$ cat src/rtl/pbus_pkg.sv
package pbus_pkg;

  localparam int DW = 32;

  typedef enum logic [1:0] {
    ST_IDLE = 2'd0,
    ST_ADDR = 2'd1,
    ST_DATA = 2'd2
  } seq_st_t;

  localparam logic [1:0] CK_OFF   = 2'd0;
  localparam logic [1:0] CK_FREE  = 2'd1;
  localparam logic [1:0] CK_GATED = 2'd2;

  function automatic logic [DW-1:0] data_mask(input logic [1:0] sz);
    case (sz)
      2'd0:    data_mask = 32'h0000_00FF;
      2'd1:    data_mask = 32'h0000_FFFF;
      default: data_mask = 32'hFFFF_FFFF;
    endcase
  endfunction

endpackage

$ cat src/rtl/pbus_baud.sv
module pbus_baud #(
  parameter int BW = 16
) (
  input  logic          clk,
  input  logic          rst,
  input  logic [BW-1:0] cfg_baud,
  output logic          tick,
  output logic          tick_nxt
);

  logic [BW-1:0] cnt;
  logic [BW-1:0] cnt_d;

  // reload at a boundary, otherwise count down toward the next one
  assign cnt_d    = tick ? cfg_baud : cnt - 1'b1;
  assign tick_nxt = (cnt_d == '0);

  always_ff @(posedge clk) begin
    if (rst) begin
      cnt  <= '0;
      tick <= 1'b1;
    end else begin
      cnt  <= cnt_d;
      tick <= tick_nxt;
    end
  end

  // with a nonzero count two boundaries are never adjacent
  p_slot_gap_r1: assert property (@(posedge clk) disable iff (rst)
    (tick && cfg_baud != '0) |=> !tick);

endmodule

$ cat src/rtl/pbus_frame.sv
module pbus_frame #(
  parameter int FLW = 8
) (
  input  logic           clk,
  input  logic           rst,
  input  logic [FLW-1:0] cfg_frame_len,
  input  logic           start,
  input  logic           done,
  input  logic           idle_slot,
  output logic           frame
);

  logic [FLW-1:0] fcnt;
  logic           en;

  assign en = (cfg_frame_len != '0);

  always_ff @(posedge clk) begin
    if (rst) begin
      fcnt  <= '0;
      frame <= 1'b0;
    end else if (idle_slot) begin
      fcnt  <= '0;
      frame <= 1'b0;
    end else if (start && en) begin
      if (fcnt == '0) frame <= 1'b1;
      fcnt <= fcnt + 1'b1;
    end else if (done && en && fcnt == cfg_frame_len) begin
      fcnt  <= '0;
      frame <= 1'b0;
    end
  end

  // framing disabled keeps the marker low
  p_frame_off_r10: assert property (@(posedge clk) disable iff (rst)
    (cfg_frame_len == '0) |-> !frame);

  // the count never runs past the frame size
  p_frame_bound_r10: assert property (@(posedge clk) disable iff (rst)
    en |-> (fcnt <= cfg_frame_len));

endmodule

$ cat src/rtl/pbus_seq.sv
module pbus_seq
  import pbus_pkg::*;
#(
  parameter int AW = 24
) (
  input  logic          clk,
  input  logic          rst,
  input  logic [1:0]    cfg_dsize,
  input  logic [1:0]    cfg_asize,
  input  logic [1:0]    cfg_clk_mode,
  input  logic          cfg_split,
  input  logic          tick,
  input  logic          tick_nxt,
  input  logic          req_valid,
  output logic          req_ready,
  input  logic          req_write,
  input  logic [AW-1:0] req_addr,
  input  logic [DW-1:0] req_wdata,
  output logic          rsp_valid,
  output logic [DW-1:0] rsp_rdata,
  output logic          bus_clk,
  output logic          bus_adv,
  output logic          bus_wr_n,
  output logic          bus_rd_n,
  output logic [AW-1:0] bus_addr,
  output logic [DW-1:0] bus_dout,
  input  logic [DW-1:0] bus_din,
  input  logic          bus_rdy,
  output logic          accept,
  output logic          done,
  output logic          idle_slot
);

  seq_st_t       st, st_d;
  logic          is_wr;
  logic [DW-1:0] wdata_q;
  logic [DW-1:0] dmask;
  logic [AW-1:0] amask;
  logic [AW-1:0] addr_m;
  logic [DW-1:0] addr_ext;
  logic          use_aph;

  assign dmask   = data_mask(cfg_dsize);
  assign use_aph = cfg_split && (cfg_asize != 2'd0);

  always_comb begin
    case (cfg_asize)
      2'd0:    amask = '0;
      2'd1:    amask = AW'(8'hFF);
      2'd2:    amask = AW'(16'hFFFF);
      default: amask = '1;
    endcase
    addr_m   = req_addr & amask;
    addr_ext = '0;
    addr_ext[AW-1:0] = addr_m;
  end

  assign req_ready = tick && (st == ST_IDLE);
  assign accept    = req_valid && req_ready;
  assign idle_slot = req_ready && !req_valid;

  always_comb begin
    st_d = st;
    done = 1'b0;
    if (tick) begin
      case (st)
        ST_IDLE: if (req_valid) st_d = use_aph ? ST_ADDR : ST_DATA;
        ST_ADDR: st_d = ST_DATA;
        ST_DATA: if (bus_rdy) begin
          st_d = ST_IDLE;
          done = 1'b1;
        end
        default: st_d = ST_IDLE;
      endcase
    end
  end

  always_ff @(posedge clk) begin
    if (rst) begin
      st        <= ST_IDLE;
      is_wr     <= 1'b0;
      wdata_q   <= '0;
      bus_adv   <= 1'b0;
      bus_wr_n  <= 1'b1;
      bus_rd_n  <= 1'b1;
      bus_addr  <= '0;
      bus_dout  <= '0;
      bus_clk   <= 1'b0;
      rsp_valid <= 1'b0;
      rsp_rdata <= '0;
    end else begin
      st        <= st_d;
      rsp_valid <= 1'b0;
      case (cfg_clk_mode)
        CK_FREE:  bus_clk <= tick_nxt;
        CK_GATED: bus_clk <= tick_nxt && (st_d != ST_IDLE);
        default:  bus_clk <= 1'b0;
      endcase
      if (accept) begin
        is_wr   <= req_write;
        wdata_q <= req_wdata & dmask;
        if (use_aph) begin
          bus_adv  <= 1'b1;
          bus_dout <= addr_ext;
        end else begin
          bus_addr <= addr_m;
          bus_dout <= req_write ? (req_wdata & dmask) : '0;
          bus_wr_n <= !req_write;
          bus_rd_n <= req_write;
        end
      end else if (tick && st == ST_ADDR) begin
        bus_adv  <= 1'b0;
        bus_dout <= is_wr ? wdata_q : '0;
        bus_wr_n <= !is_wr;
        bus_rd_n <= is_wr;
      end else if (done) begin
        bus_wr_n <= 1'b1;
        bus_rd_n <= 1'b1;
        bus_addr <= '0;
        bus_dout <= '0;
        if (!is_wr) begin
          rsp_valid <= 1'b1;
          rsp_rdata <= bus_din & dmask;
        end
      end
    end
  end

  // read and write strobes are mutually exclusive
  p_strobe_excl_r6: assert property (@(posedge clk) disable iff (rst)
    !(!bus_wr_n && !bus_rd_n));

  // a stretched data slot keeps the bus unchanged
  p_stretch_hold_r7: assert property (@(posedge clk) disable iff (rst)
    (tick && st == ST_DATA && !bus_rdy) |=>
      ($stable(bus_wr_n) && $stable(bus_rd_n) && $stable(bus_addr) && $stable(bus_dout)));

  // a response only follows a read strobe
  p_rsp_read_r8: assert property (@(posedge clk) disable iff (rst)
    rsp_valid |-> $past(!bus_rd_n));

  // the end of an address slot opens a data slot
  p_adv_then_data_r5: assert property (@(posedge clk) disable iff (rst)
    $fell(bus_adv) |-> (!bus_wr_n || !bus_rd_n));

  // clock output stays low when disabled
  p_clk_off_r9: assert property (@(posedge clk) disable iff (rst)
    (cfg_clk_mode == CK_OFF) |=> !bus_clk);

endmodule

$ cat src/rtl/pbus_master.sv
module pbus_master
  import pbus_pkg::*;
#(
  parameter int AW  = 24,
  parameter int BW  = 16,
  parameter int FLW = 8
) (
  input  logic           clk,
  input  logic           rst,
  input  logic [1:0]     cfg_dsize,
  input  logic [1:0]     cfg_asize,
  input  logic [1:0]     cfg_clk_mode,
  input  logic           cfg_split,
  input  logic [FLW-1:0] cfg_frame_len,
  input  logic [BW-1:0]  cfg_baud,
  input  logic           req_valid,
  output logic           req_ready,
  input  logic           req_write,
  input  logic [AW-1:0]  req_addr,
  input  logic [31:0]    req_wdata,
  output logic           rsp_valid,
  output logic [31:0]    rsp_rdata,
  output logic           bus_clk,
  output logic           bus_frame,
  output logic           bus_adv,
  output logic           bus_wr_n,
  output logic           bus_rd_n,
  output logic [AW-1:0]  bus_addr,
  output logic [31:0]    bus_dout,
  input  logic [31:0]    bus_din,
  input  logic           bus_rdy
);

  logic tick, tick_nxt;
  logic accept, done, idle_slot;

  pbus_baud #(.BW(BW)) u_baud (
    .clk      (clk),
    .rst      (rst),
    .cfg_baud (cfg_baud),
    .tick     (tick),
    .tick_nxt (tick_nxt)
  );

  pbus_seq #(.AW(AW)) u_seq (
    .clk          (clk),
    .rst          (rst),
    .cfg_dsize    (cfg_dsize),
    .cfg_asize    (cfg_asize),
    .cfg_clk_mode (cfg_clk_mode),
    .cfg_split    (cfg_split),
    .tick         (tick),
    .tick_nxt     (tick_nxt),
    .req_valid    (req_valid),
    .req_ready    (req_ready),
    .req_write    (req_write),
    .req_addr     (req_addr),
    .req_wdata    (req_wdata),
    .rsp_valid    (rsp_valid),
    .rsp_rdata    (rsp_rdata),
    .bus_clk      (bus_clk),
    .bus_adv      (bus_adv),
    .bus_wr_n     (bus_wr_n),
    .bus_rd_n     (bus_rd_n),
    .bus_addr     (bus_addr),
    .bus_dout     (bus_dout),
    .bus_din      (bus_din),
    .bus_rdy      (bus_rdy),
    .accept       (accept),
    .done         (done),
    .idle_slot    (idle_slot)
  );

  pbus_frame #(.FLW(FLW)) u_frame (
    .clk           (clk),
    .rst           (rst),
    .cfg_frame_len (cfg_frame_len),
    .start         (accept),
    .done          (done),
    .idle_slot     (idle_slot),
    .frame         (bus_frame)
  );

endmodule

$ cat config.mk
export PLATFORM = sky130hd
export DESIGN_NAME = pbus_master
export DESIGN_NICKNAME = d
export VERILOG_FILES = /design/src/rtl/pbus_pkg.sv /design/src/rtl/pbus_baud.sv /design/src/rtl/pbus_frame.sv /design/src/rtl/pbus_seq.sv /design/src/rtl/pbus_master.sv
export SDC_FILE = /design/constraint.sdc
export NUM_CORES = 1
export LEC_CHECK = 0
export ABC_AREA = 1
export ABC_CLOCK_PERIOD_IN_PS = 2200
export BUFFER_PORTS_ARGS = -buffer_cell sky130_fd_sc_hd__buf_2
export CAP_MARGIN = 20
export CORE_MARGIN = 4
export CORE_UTILIZATION = 30
export CTS_BUF_LIST = sky130_fd_sc_hd__clkbuf_8
export DETAILED_ROUTE_END_ITERATION = 16
export MAX_ROUTING_LAYER = met4
export RECOVER_POWER = 100
export SETUP_SLACK_MARGIN = 0.5
export SLEW_MARGIN = 15
export SYNTH_ARGS = -nofsm -noshare
export SYNTH_HDL_FRONTEND = slang
export SYNTH_HIERARCHICAL = 1
export SYNTH_SLANG_ARGS = --single-unit
export TNS_END_PERCENT = 20
$ cat constraint.sdc
create_clock -name clk -period 2.2 [get_ports clk]
set_clock_uncertainty 0.05 [all_clocks]
set_input_delay 0 -clock clk [delete_from_list [all_inputs] [get_ports clk]]
set_output_delay 0 -clock clk [all_outputs]
set_load 0.1 [all_outputs]
# == Word level (Yosys, flattened, before mapping) ==
# Cells that the tools add are included.
# W data, S select, Z words.
# op_classes
addsub,2
n_eq_ne,12
mux,38
bitwise_logic,7
n_reduce_logical,31
# op_table
cell,count
$mux W32,6
$mux W24,4
$pmux W24 S3,1
$and A32 B32 Y32,2
$pmux W32 S2,1
$and A24 B24 Y24,1
$mux W1,17
$logic_not A16 Y1,1
$mux W16,1
$mux W8,2
$sub A16 B1 Y16 const B,1
$reduce_bool A2 Y1,5
$logic_and A1 B1 Y1,9
$add A8 B1 Y8 const B,1
$eq A2 B1 Y1 const B,4
$eq A8 B8 Y1,1
$logic_not A8 Y1,1
$mux W2,4
$reduce_bool A8 Y1,1
$eq A2 B2 Y1 const B,3
$logic_not A2 Y1,3
$ne A2 B2 Y1 const B,3
$pmux W2 S3,1
$reduce_and A2 Y1,3
9 further kinds,14
# word_totals
reg_bits,154
out_inout_bits,95
word_cells,105

# == Depth between registers and ports, before layout ==
# logic_depth
depth_word,9
ltp_mapped,15

# == Modules after synthesis ==
# The synthesis kept the hierarchy.
# by_module_without_submodules
module,instances,cells_per_inst,area_each_um2
pbus_seq,1,779,5472.7
pbus_baud,1,217,1222.4
pbus_frame,1,123,713.2

# == Least setup slack after synthesis ==
# OpenSTA, ideal clock, no wires.
# synth_timing
kind,register -> register
startpoint,register u_baud.tick
endpoint,register u_frame.fcnt[4]
t_arrival_ns,1.631
setup_slack_ns,0.403
path_stages_with_launch,12
path_buffers,4
synth_period_minus_slack_ns,1.797
cell_sequence,dfxtp_1 -> nand3_2 -> buf_6 -> inv_4 -> buf_6 -> buf_6 -> inv_1 -> nor2_2 -> buf_6 -> nand3_1 -> o21ai_1 -> a21oi_1
# synth_between
elab_chain_len,4
elab_cells_between_ends,10
# synth_rtl
item,line,text
"start, declared",pbus_baud.sv:7,"output logic tick,"
"start signal, assigned",pbus_baud.sv:24,tick <= tick_nxt;
$logic_and A1 B1 Y1 *,pbus_seq.sv:58,assign req_ready = tick && (st == ST_IDLE);
$logic_and A1 B1 Y1 *,pbus_seq.sv:59,assign accept = req_valid && req_ready;
via accept,pbus_master.sv:35,"logic accept, done, idle_slot;"
$logic_and A1 B1 Y1 *,pbus_frame.sv:25,end else if (start && en) begin
$mux W8 / $reduce_bool A2 Y1 (equally long branches),-,
"end signal, assigned",pbus_frame.sv:27,fcnt <= fcnt + 1'b1;
"end, declared",pbus_frame.sv:13,logic [FLW-1:0] fcnt;
# Mark *: on every way through the listed nets, which the timed path passes. The rest lies on a longest branch.
# A chain may end at the register's enable or synchronous reset.

# == Worst setup path after layout ==
# layout_timing
startpoint,register u_seq.st[1]
endpoint,register u_frame.fcnt[4]
# layout_between
elab_cells_between_ends,13
# layout_lines
item,line,text
"start, declared",pbus_seq.sv:34,"seq_st_t st, st_d;"
"start signal, assigned",pbus_seq.sv:92,st <= st_d;
$logic_not A2 Y1 *,pbus_seq.sv:58,
$logic_and A1 B1 Y1 *,pbus_seq.sv:58,
$logic_and A1 B1 Y1 *,pbus_seq.sv:59,
via accept,pbus_master.sv:35,
$logic_and A1 B1 Y1 *,pbus_frame.sv:25,
$mux W8 / $reduce_bool A2 Y1 (equally long branches),-,
# Marks and branches as above.

==> run_results.csv <==
group,metric,value,unit
outcome,status,"completed",
layout,final_area,10640,µm²
global_route,grt_pass1_wl,39840,µm
clock_network,htreeDepth,4,
global_route,grt_max_degree,72,
setup_path,critical-path-max-stage-delay,0.37,ns
global_route,grt_overflow_total,0,
floorplanning,start_util,0.3046,
clock_network,cts.sinks,154,
sta,period_needed,1.899,ns
yosys,ys_ff_latch,154,
clock_network,cts_buffers,17,
yosys,syn-num-nets,1248,
layout,final_nets,1599,
worst_hold_path,worstHoldStart,"cfg_frame_len[4]",
sta,fmax,526.6,MHz
routing,via_count,8442,
layout,synthToLayoutAreaGrowth,43.64,%
routing,ant_nets,0,
routing,routedWlPerCell,14.40,µm
setup_path,r2r-end,"u_frame/fcnt[4]",
setup_path,slowest_stage,"dfxtp_1",
setup_path,setup.worst_path.class,"flip-flop to flip-flop",
setup_path,critical_path.max_fanout,7,
routing,routed_wl,26030,µm
setup_path,cp_num_cells,8,
clock_network,clockBufferDepth,2,
global_route,antenna_found_initial,1,
placement,placed_area,8702,µm²
floorplanning,fp.dieArea,27270,µm²
sta,finalCritPeriodShare,0.8631,
layout,fill_cells,2496,
floorplanning,row_count,57,
setup_path,crit_buf_inv,2,
yosys,ys_seq_area_frac,0.4161,
clock_network,cts_root_buffer,"clkbuf_8",
setup_path,end_kind,"flip-flop",
power_and_ir_drop,power,6.564,mW
clock_network,cts_tree,"built",
routing,first_iter_violations,530,
worst_hold_path,whs_path_depth,7,
global_route,gr-usage-all-layers,0.1883,
global_route,grt_pass1_vias,8025,
routing,drc,0,
sta,finalSetupViolCount,0,
setup_path,required,2.49,ns
clock_network,clock_latency,0.45,ns
sta,whs,0.09700,ns
layout,regArea,3092,µm²
routing,first_pass_iters,6,
worst_hold_path,hold_path.class,"input port to flip-flop",
job,drv_cap,0,
setup_path,rr_worst_depth,8,
setup_path,critPathLaunch,"u_seq/st[1]",
placement,dp.cells,1616,
sta,hold_viol,0,
yosys,yosys_warnings,6,
placement,gp_congestion,0.8951,
floorplanning,dieHeight,165.1,µm
setup_path,path_cells,"nor2_1 -> nand3_4 -> clkinvlp_2 -> inv_2 -> nor2_4 -> nand3_1 -> o21ai_0 -> a21oi_1",
yosys,synth_cells,1119,
layout,multi_input_area,3716,µm²
placement,portBuffers,218,
worst_hold_path,holdPathEnd,"u_frame/fcnt[0]",
power_and_ir_drop,pwr_density_cell,616.8,nW/µm²
yosys,ys_types,37,
yosys,syn-cell-area,7408,µm²
sta,drv_slew,0,
power_and_ir_drop,vdd_drop_max,0.3453,mV
setup_path,worstPathArrival,2.19,ns
setup_path,path_delay_family,"simple AND/OR/NAND/NOR gates",
sta,relSlewSlack,0.1334,
setup_path,r2r_setup_slack,0.30,ns
setup_path,startpoint_type,"flip-flop",
routing,vias_per_cell,4.669,
setup_path,r2r-start,"u_seq/st[1]",
layout,final_util,0.4376,
sta,finalSetupTns,0,ns
sta,fin_ws,0.3012,ns
floorplanning,core,24320,µm²
sta,rsz0062_at_grt,"true",
power_and_ir_drop,p_leak,4.656,nW
floorplanning,pin_count,219,
floorplanning,chipWidth,165.1,µm
layout,finalNonFillerCells,1808,
placement,pre_cts_ws,0.2695,ns
sta,worst_pin_slew,1.305,ns
layout,drive_gt1_frac,0.1659,
placement,dp_hpwl,17120,µm
yosys,avgSynthCellArea,6.621,µm²
clock_network,cts.reportedPaths.clkPinSlew,0.09,ns
-- layout by cell type (no fill, tap or decap), types with 2 or more instances in the layout --
cell type / synthesis / layout
dfxtp_2: 0 / 4
buf_2: 16 / 123
clkbuf_8: 0 / 18
a21oi_1: 70 / 69
inv_2: 5 / 8
buf_4: 12 / 21
nand2_8: 0 / 2
buf_6: 7 / 2
clkbuf_1: 20 / 95
nor2_1: 134 / 132
o21ai_0: 46 / 61
clkinvlp_4: 0 / 4
clkinv_4: 0 / 3
inv_1: 95 / 92
dlygate4sd3_1: 0 / 136
or2_1: 3 / 3
nand3_1: 112 / 112
nand4_1: 8 / 8
inv_4: 1 / 2
o21ai_2: 1 / 2
ha_1: 5 / 5
nor2_2: 9 / 9
nand2_2: 5 / 4
o21ai_1: 23 / 7
nand2_4: 0 / 2
inv_6: 0 / 3
a31oi_1: 8 / 8
a21oi_2: 1 / 2
nor2_4: 4 / 9
inv_8: 0 / 3
buf_12: 0 / 6
nand3_4: 1 / 2
dfxtp_1: 154 / 149
nand2_1: 358 / 355
or2_2: 8 / 8
-- final cells by class --
class / count / share of cell area
Tap cell: 324 / 0.03810
Timing Repair inverter: 1 / 0.0005879
Timing Repair Buffer: 385 / 0.2503
Multi-Input combinational cell: 809 / 0.3492
Clock inverter: 14 / 0.01070
Antenna cell: 1 / 0.0002352
Sequential cell: 154 / 0.2905
Inverter: 102 / 0.03704
Clock buffer: 18 / 0.02328
-- worst register-to-register path: cells and delay by family (launching register included) --
kind / cells / cell delay [ns]
buf+inv: 2 / 0.37
compound gates: 2 / 0.28
simple gates: 4 / 0.72
flops: 1 / 0.37
-- synthesized netlist by cell type, drive strengths merged --
library cell	number	share of area
clkbuf	21	0.011
buf	36	0.034
o21ai	70	0.048
nor3	2	0.0020
a21oi	71	0.048
nand3b	1	0.0010
nand3	115	0.081
nand2	363	0.19
o21a	1	0.0010
nor2	148	0.084
and2	1	0.00084
or2	11	0.0093
inv	101	0.052
a31oi	8	0.0068
dfxtp	154	0.42
clkinv	1	0.00051
ha	5	0.0084
o211ai	1	0.0010
nand4	9	0.0096
-- worst max-delay path by stage --
| stage | endpoint |
|---|---|
| floorplan | u_frame/fcnt[4] |
| global placement | u_seq/rsp_rdata[23] |
| detailed placement | u_seq/rsp_rdata[23] |
| CTS | u_seq/bus_dout[26] |
| global route | u_seq/bus_clk |
| finish | u_frame/fcnt[4] |
-- sequential cells by signal (all words and copies together), names as in the netlist, 2 cells and up --
register,count
u_frame/fcnt,8
u_seq/st,2
u_seq/rsp_rdata,32
u_seq/wdata_q,32
u_baud/cnt,16
u_seq/bus_dout,32
u_seq/bus_addr,24
-- where the power goes --
group          internal, mW  leakage, nW  switching (mW)  total, mW
logic                 0.518         3.22            1.05       1.57
clock network         0.834        0.177            1.18       2.02
registers              2.90         1.25          0.0816       2.98
total                  4.25         4.66            2.32       6.56
-- routing by layer --
| layer | global-route usage | wire length [µm] |
|---|---|---|
| met1 | 0.2273 | 11210 |
| met2 | 0.3101 | 12360 |
| met3 | 0.04170 | 1815 |
| met4 | 0.06692 | 643 |
| met5 | - | 0 |
-- logic make-up (layout without fill, tap and decap cells) --
| kind of cell | after synthesis | in the layout | share of synthesized area |
|---|---|---|---|
| AO/OA/AOI/OAI | 151 | 151 | 0.1051 |
| adder cells (fa/ha/maj) | 5 | 5 | 0.008445 |
| buffers and inverters | 159 | 520 | 0.09694 |
| flip-flops | 154 | 154 | 0.4161 |
| other | 0 | 1 | 0 |
| AND/OR/NAND/NOR | 650 | 653 | 0.3734 |
-- repair_timing --
item / 4_1_cts / 5_1_grt
resized for setup: 27 / 26
pin swaps: 6 / 13
endpoints found under the hold margin: 148 / 0
hold buffers: 136 / 0
gates cloned: 2 / 3
setup buffers: 5 / 13
setup endpoints to repair: 110 / 90
Note: power is estimated with default switching activity, not from simulation.
